### src/rtl/tip_pkg.sv
// Shared constants and encodings for the thread interrupt priority presenter.
// Assumes at most eight priority levels so every priority fits one byte.
package tip_pkg;
    localparam int          PRIO_LVLS = 8;
    localparam int          NUM_RINGS = 2;
    localparam logic [7:0]  PRIO_NONE = 8'hFF;

    typedef enum logic [1:0] {
        CMD_STATUS = 2'd0,
        CMD_ACK    = 2'd1,
        CMD_SETPRI = 2'd2,
        CMD_RSVD   = 2'd3
    } tip_cmd_e;

    typedef enum logic [1:0] {
        PG_PHYS = 2'd0,
        PG_HYP  = 2'd1,
        PG_OS   = 2'd2,
        PG_USER = 2'd3
    } tip_page_e;
endpackage

### src/rtl/tip_prio_pick.sv
// Finds the lowest-numbered set bit of a pending vector.
// Assumes nothing about the vector; found is low when it is empty.
module tip_prio_pick #(
    parameter int NUM_PRIO = 8,
    parameter int PRIO_W   = $clog2(NUM_PRIO)
) (
    input  logic [NUM_PRIO-1:0] vec,
    output logic                found,
    output logic [PRIO_W-1:0]   idx
);
    // Scan from the least favored down so the lowest set index wins.
    always_comb begin
        found = 1'b0;
        idx   = '0;
        for (int i = NUM_PRIO - 1; i >= 0; i--) begin
            if (vec[i]) begin
                found = 1'b1;
                idx   = PRIO_W'(i);
            end
        end
    end
endmodule

### src/rtl/tip_access_gate.sv
// Decodes page, ring and command into the operations the access may perform.
// Assumes ring 0 is the OS ring and ring 1 the hypervisor ring.
module tip_access_gate
    import tip_pkg::*;
(
    input  logic       clk,
    input  logic       rst_n,
    input  logic       acc_valid,
    input  logic [1:0] acc_page,
    input  logic       acc_ring,
    input  logic [1:0] acc_cmd,
    output logic       do_read,
    output logic       do_ack,
    output logic       do_setpri
);
    logic full_ok;
    logic read_ok;

    // Work out the rights that the page grants on the addressed ring.
    always_comb begin
        full_ok   = (acc_page == PG_PHYS) || (acc_page == PG_HYP) ||
                    (acc_page == PG_OS && !acc_ring);
        read_ok   = full_ok || (acc_page == PG_USER && !acc_ring);
        do_read   = acc_valid && read_ok && (acc_cmd == CMD_STATUS);
        do_ack    = acc_valid && full_ok && (acc_cmd == CMD_ACK);
        do_setpri = acc_valid && full_ok && (acc_cmd == CMD_SETPRI);
    end


    user_no_modify_chk: assert property (@(posedge clk) disable iff (!rst_n)
        (acc_page == PG_USER) |-> !(do_ack || do_setpri));

    os_page_no_hv_chk: assert property (@(posedge clk) disable iff (!rst_n)
        (acc_page == PG_OS && acc_ring) |-> !(do_read || do_ack || do_setpri));
endmodule

### src/rtl/tip_ring.sv
// One ring of the thread interrupt context: pending buffer, current priority,
// derived pending priority, notification byte and interrupt line.
// Assumes the caller never asserts ack_en and cppr_we in the same cycle.
module tip_ring
    import tip_pkg::*;
#(
    parameter int NUM_PRIO  = 8,
    parameter int PRIO_W    = $clog2(NUM_PRIO),
    parameter bit HV_LAYOUT = 1'b0
) (
    input  logic                clk,
    input  logic                rst_n,
    input  logic                set_en,
    input  logic [PRIO_W-1:0]   set_prio,
    input  logic                ack_en,
    input  logic                cppr_we,
    input  logic [7:0]          cppr_wdata,
    output logic [NUM_PRIO-1:0] ipb,
    output logic [7:0]          pipr,
    output logic [7:0]          cppr,
    output logic [7:0]          nsr,
    output logic                irq,
    output logic [7:0]          ack_prio
);
    logic                found;
    logic [PRIO_W-1:0]   best;
    logic                take;
    logic [NUM_PRIO-1:0] set_mask;
    logic [NUM_PRIO-1:0] clr_mask;

    tip_prio_pick #(.NUM_PRIO(NUM_PRIO), .PRIO_W(PRIO_W)) u_pick (
        .vec   (ipb),
        .found (found),
        .idx   (best)
    );

    // Derive the pending priority and compare it against the current one.
    always_comb begin
        pipr     = found ? 8'(best) : PRIO_NONE;
        irq      = pipr < cppr;
        take     = ack_en && irq;
        ack_prio = take ? pipr : PRIO_NONE;
    end

    // Build the pending-buffer set and clear masks for this cycle.
    always_comb begin
        set_mask = '0;
        clr_mask = '0;
        if (set_en) set_mask[set_prio] = 1'b1;
        if (take)   clr_mask[best]     = 1'b1;
    end

    // Update the pending buffer, where a new event beats a clear of the same bit.
    always_ff @(posedge clk) begin
        if (!rst_n) ipb <= '0;
        else        ipb <= (ipb & ~clr_mask) | set_mask;
    end

    // Update the current priority on acknowledge or an explicit write.
    always_ff @(posedge clk) begin
        if (!rst_n)       cppr <= 8'h00;
        else if (take)    cppr <= pipr;
        else if (cppr_we) cppr <= cppr_wdata;
    end

    // Pick the notification byte layout for this ring.
    generate
        if (HV_LAYOUT) begin : g_hv_nsr
            assign nsr = {(irq ? 2'b01 : 2'b00), 6'b0};
        end else begin : g_os_nsr
            assign nsr = {irq, 7'b0};
        end
    endgenerate


    set_bit_chk: assert property (@(posedge clk) disable iff (!rst_n)
        set_en |=> ipb[$past(set_prio)]);

    empty_pipr_chk: assert property (@(posedge clk) disable iff (!rst_n)
        (ipb == '0) |-> (pipr == PRIO_NONE));

    irq_needs_pending_chk: assert property (@(posedge clk) disable iff (!rst_n)
        irq |-> (ipb != '0));

    ack_cppr_chk: assert property (@(posedge clk) disable iff (!rst_n)
        (ack_en && irq) |=> (cppr == $past(pipr)));

    ack_idle_chk: assert property (@(posedge clk) disable iff (!rst_n)
        (ack_en && !irq && !set_en) |=> ($stable(cppr) && $stable(ipb)));

    cppr_write_chk: assert property (@(posedge clk) disable iff (!rst_n)
        (cppr_we && !ack_en) |=> (cppr == $past(cppr_wdata)));
endmodule

### src/rtl/thread_irq_presenter.sv
// Top of the thread interrupt priority presenter: two rings (OS, hypervisor),
// a page-based access gate and a registered read port.
// Assumes at most one access and one notify per cycle.
module thread_irq_presenter
    import tip_pkg::*;
#(
    parameter int NUM_PRIO = PRIO_LVLS,
    parameter int PRIO_W   = $clog2(NUM_PRIO),
    parameter int DATA_W   = 32
) (
    input  logic              clk,
    input  logic              rst_n,
    input  logic              ntf_valid,
    input  logic              ntf_ring,
    input  logic [PRIO_W-1:0] ntf_prio,
    input  logic              acc_valid,
    input  logic [1:0]        acc_page,
    input  logic              acc_ring,
    input  logic [1:0]        acc_cmd,
    input  logic [7:0]        acc_wdata,
    output logic              rd_valid,
    output logic [DATA_W-1:0] rd_data,
    output logic              irq_os,
    output logic              irq_hv
);
    logic do_read;
    logic do_ack;
    logic do_setpri;

    logic [NUM_PRIO-1:0] r_ipb  [NUM_RINGS];
    logic [7:0]          r_pipr [NUM_RINGS];
    logic [7:0]          r_cppr [NUM_RINGS];
    logic [7:0]          r_nsr  [NUM_RINGS];
    logic [7:0]          r_ackp [NUM_RINGS];
    logic                r_irq  [NUM_RINGS];
    logic [31:0]         status [NUM_RINGS];

    tip_access_gate u_gate (
        .clk       (clk),
        .rst_n     (rst_n),
        .acc_valid (acc_valid),
        .acc_page  (acc_page),
        .acc_ring  (acc_ring),
        .acc_cmd   (acc_cmd),
        .do_read   (do_read),
        .do_ack    (do_ack),
        .do_setpri (do_setpri)
    );

    generate
        for (genvar g = 0; g < NUM_RINGS; g++) begin : g_ring
            tip_ring #(
                .NUM_PRIO  (NUM_PRIO),
                .PRIO_W    (PRIO_W),
                .HV_LAYOUT (g == 1)
            ) u_ring (
                .clk        (clk),
                .rst_n      (rst_n),
                .set_en     (ntf_valid && (ntf_ring == 1'(g))),
                .set_prio   (ntf_prio),
                .ack_en     (do_ack && (acc_ring == 1'(g))),
                .cppr_we    (do_setpri && (acc_ring == 1'(g))),
                .cppr_wdata (acc_wdata),
                .ipb        (r_ipb[g]),
                .pipr       (r_pipr[g]),
                .cppr       (r_cppr[g]),
                .nsr        (r_nsr[g]),
                .irq        (r_irq[g]),
                .ack_prio   (r_ackp[g])
            );
            // Pack the status word for this ring.
            assign status[g] = {r_nsr[g], r_cppr[g], 8'(r_ipb[g]), r_pipr[g]};
        end
    endgenerate

    assign irq_os = r_irq[0];
    assign irq_hv = r_irq[1];

    // Register the read result one cycle after each access.
    always_ff @(posedge clk) begin
        if (!rst_n) begin
            rd_valid <= 1'b0;
            rd_data  <= '0;
        end else begin
            rd_valid <= acc_valid;
            if (acc_valid) begin
                if (do_read)     rd_data <= DATA_W'(status[acc_ring]);
                else if (do_ack) rd_data <= DATA_W'(r_ackp[acc_ring]);
                else             rd_data <= '0;
            end
        end
    end


    rd_valid_chk: assert property (@(posedge clk) disable iff (!rst_n)
        acc_valid |=> rd_valid);

    user_hv_zero_chk: assert property (@(posedge clk) disable iff (!rst_n)
        (acc_valid && acc_page == PG_USER && acc_ring) |=> (rd_data == '0));

    hv_untouched_chk: assert property (@(posedge clk) disable iff (!rst_n)
        (!(ntf_valid && ntf_ring) && !(acc_valid && acc_ring)) |=>
            ($stable(r_ipb[1]) && $stable(r_cppr[1])));
endmodule

### config.mk
export PLATFORM = sky130hd
export DESIGN_NAME = thread_irq_presenter
export DESIGN_NICKNAME = d
export VERILOG_FILES = /design/src/rtl/tip_pkg.sv /design/src/rtl/tip_prio_pick.sv /design/src/rtl/tip_access_gate.sv /design/src/rtl/tip_ring.sv /design/src/rtl/thread_irq_presenter.sv
export SDC_FILE = /design/constraint.sdc
export NUM_CORES = 1
export LEC_CHECK = 0
export CAP_MARGIN = 0
export CORE_UTILIZATION = 49
export DETAILED_ROUTE_END_ITERATION = 8
export DONT_BUFFER_PORTS = 1
export PLACE_DENSITY_LB_ADDON = 0.15
export SYNTH_ARGS = -nofsm -noshare
export SYNTH_HDL_FRONTEND = slang
export SYNTH_SLANG_ARGS = --single-unit
### constraint.sdc
create_clock -name clk -period 8.45 [get_ports clk]
set_input_delay 0.845 -clock clk [delete_from_list [all_inputs] [get_ports clk]]
set_output_delay 0.845 -clock clk [all_outputs]
set_load 0.02 [all_outputs]
==> implementation parameters <==
Parameter                              Value

Global routing
  Wire length of the first global-routing pass    ~13,000 um
  Number of global-route vias before repair    2,453
  Maximum number of pins on one net before global-route repair    39
  Initial antenna violation count    0
  Global route total overflow    0
  Global-route total usage across every layer    0.261

Power
  Register share of total power    0.517
  Relative contribution of the clock network to total power    0.346
  Combinational group share of total power    0.137
  Static Leakage    approximately 1.1 nW
  Pwr/cell area    between 150 and 200 nW/um2
  Switching component of the power    roughly 0.00015 W
  Total power of the final layout    between 0.0005 and 0.0006 W
  Switching share of power    0.274
  Internal power of the cells    between 0.0003 and 0.0004 W
  IR drop worst, VDD    around 73 uV

STA
  Final hold vios    0
  Count of final max-slew check failures    0
  Total Negative Setup Slacks    0 ns
  Tightest Pin Transition    slightly below 1 ns
  Final Cycle Share    0.487
  Unrepaired setup endpoints after global routing    no
  Fin Clk Skew    between 0.009 and 0.01 ns
  Min Clock Period, post-route    about 4.1 ns
  Maximum clock rate    about 0.24 GHz
  Slew Limit Headroom    0.352
  Final setup fails    0

Clock tree
  H-tree levels    2
  Number of buffers inserted during clock tree synthesis    5
  CTS hold repair buffers    0
  Clk pin slew, worst setup/hold paths    0.10 ns
  CTS Sinks    55
  Worst skew pair latency    between 0.3 and 0.4 ns
  Clock root cell    sky130_fd_sc_hd__clkbuf_8
  Clock tree from TritonCTS    done
  CTS max path bufs    2
  Post-CTS Setup Inserts    0
  Number of gates given a new drive strength after cts    0

Layout
  Total number of nets in the final design    385
  Layout cells sized above 1    0.0598
  Leading cell type in the layout, fill and taps excluded    sky130_fd_sc_hd__dfxtp_1
  Antenna cell count    0
  Number of filler cells placed in the layout    a little under 600
  Layout area overhead    3.22%
  Commonest non-fill, non-tap cells in the layout    sky130_fd_sc_hd__dfxtp_1, sky130_fd_sc_hd__nor2_1, sky130_fd_sc_hd__a21oi_1, sky130_fd_sc_hd__inv_1, sky130_fd_sc_hd__nand2_1

Placement
  Weighted congestion at the end of routability-driven global placement    just under 0.9
  Placed wire-length estimate    between 5000 and 6000 um
  Port buffer count    0

Logic synthesis
  Cell area after synthesis    around 3000 um2
  Yosys reg bits    55
  YS warnings    0
  Unique masters post-synth    between 50 and 60
  Post-synthesis sequential area ratio    0.363
  Post-synthesis cell count    between 300 and 400
  Async set-reset flop share out of synthesis    0
  Primary flip-flop cell chosen by synthesis mapping    sky130_fd_sc_hd__dfxtp_1
  Avg Synthesized Cell Area    approximately 8.4 um2
  Count of flip-flops with a built-in enable after synthesis    0

Setup path
  Crit Path Class    flip-flop to primary output
  Startpoint of the most critical register-to-register path    g_ring[1].u_ring.ipb[0]
  Data required time at the worst endpoint    7.61 ns
  Nature of the critical path endpoint    primary output
  Data arrival time of the critical path    about 3.3 ns
  Maximum fanout encountered on the critical timing path    10
  Worst setup path start    g_ring[1].u_ring.ipb[0]
  Startpoint type of the worst setup path    flip-flop
  Setup slack on the worst flop-to-flop path    slightly below 5 ns

Worst hold path
  Start point of the worst hold path    g_ring[0].u_ring.cppr[1]
  Worst Hold Class    flip-flop to flip-flop

Floorplan
  Die width    just over 80 um
  Std-Cell Core Area    between 5000 and 6000 um2
  Number of core rows    28
  Total I/O pin count    56
  Total Die Area    6510 um2
  Initial Util    0.509
  Die Span Y    roughly 81 um

Detailed routing
  Avg Vias per Cell    6.28
  Count of vias placed by the detailed router    2,676
  Detailed-routing iteration count for the pre-antenna-repair pass    5
  Post-Route WL    between 8000 and 9000 um
  Per-cell routed wire length    18.8 um
  DRC errors left    0
  Iteration-0 DRC Markers    just under 300
  Post-route ant nets    0

Status
  Status    finished clean

Run
  Max-cap violation count    0
## synth_stat cells, types with 10 or more instances
library cell / number / area (um2)
sky130_fd_sc_hd__dfxtp_1: 55 / 1100
sky130_fd_sc_hd__nor2_1: 41 / 154
sky130_fd_sc_hd__a21oi_1: 34 / 170
sky130_fd_sc_hd__inv_1: 26 / 97.6
sky130_fd_sc_hd__nand2_1: 23 / 86.3
sky130_fd_sc_hd__a222oi_1: 16 / 160
sky130_fd_sc_hd__mux2i_1: 15 / 150
sky130_fd_sc_hd__ha_1: 14 / 175
sky130_fd_sc_hd__buf_4: 12 / 90.1
sky130_fd_sc_hd__clkbuf_1: 12 / 45.0
sky130_fd_sc_hd__o21ai_0: 12 / 60.1
sky130_fd_sc_hd__a211oi_1: 10 / 75.1
## through the flow
step | cell area [um2] | setup WS (ns) | std cells | util | hold WS [ns]
finish | 3130 | 4.34 | 426 | 0.525 | 0.496
CTS | 3130 | 4.37 | 426 | 0.525 | 0.496
detailed placement | 3010 | 4.73 | 418 | 0.506 | 0.483
floorplan | 3050 | 5.02 | 368 | - | 0.459
global route | 3130 | 4.15 | 426 | 0.525 | 0.512
global placement | 3010 | 4.82 | 418 | 0.506 | 0.478
## final cells by class
type	count	area [um2]	area share
Clock buffer	6	82.6	0.0264
Clock inverter	2	35.0	0.0112
Multi-Input combinational cell	256	1680	0.536
Sequential cell	55	1100	0.352
Timing Repair Buffer	5	37.5	0.0120
Inverter	27	101	0.0324
Tap cell	75	93.8	0.0300
## power groups by stage
stage / registers, W / clock network (W) / logic (W)
finish: 0.000276 / 0.000185 / 0.0000729
global route: 0.000277 / 0.000199 / 0.0000819
CTS: 0.000276 / 0.000188 / 0.0000726
detailed placement: 0.000282 / 0 / 0.0000722
global placement: 0.000282 / 0 / 0.0000702
floorplan: 0.000277 / 0 / 0.0000653
## flip-flops by register name (all words and copies together) (netlist names)
name	count
rd_data	22
rd_valid	1
g_ring.u_ring.ipb	16
g_ring.u_ring.cppr	16
## cells by family (layout without fill, tap and decap cells)
kind of cell	Yosys count	in the layout	synth area share
and+or+nand+nor	112	112	0.184
AOI/OAI and AO/OA	109	109	0.253
buffers and inverters	57	40	0.0912
DFF	55	55	0.363
muxes	15	15	0.0495
adders and majority gates	14	14	0.0578
other	1	6	0.00124
## per-layer routing
layer  vias up  GRT usage  share of wire
met5         -          0              0
met4         0     0.0661         0.0081
met3         5     0.0568          0.058
met2        81      0.392           0.45
met1      1289      0.374           0.49
li1       1301          -              -
## worst max-delay path, cell delays in order (launching register included)
cell	delay (ns)
sky130_fd_sc_hd__dfxtp_1	0.41
sky130_fd_sc_hd__or4_4	0.61
sky130_fd_sc_hd__nor4b_4	0.53
sky130_fd_sc_hd__ha_1	0.35
sky130_fd_sc_hd__a21oi_1	0.15
sky130_fd_sc_hd__o22ai_1	0.09
sky130_fd_sc_hd__nor4b_1	0.48
sky130_fd_sc_hd__a21bo_2	0.31
## path summary, 6_finish.rpt
kind	endpoint	cells after the start
setup / recovery	irq_hv	7
hold / removal	g_ring[0].u_ring.cppr[1]	2
setup reg to reg	g_ring[1].u_ring.cppr[7]	10
hold reg to reg	g_ring[0].u_ring.cppr[1]	2
Note: power is estimated with default switching activity, not from simulation.
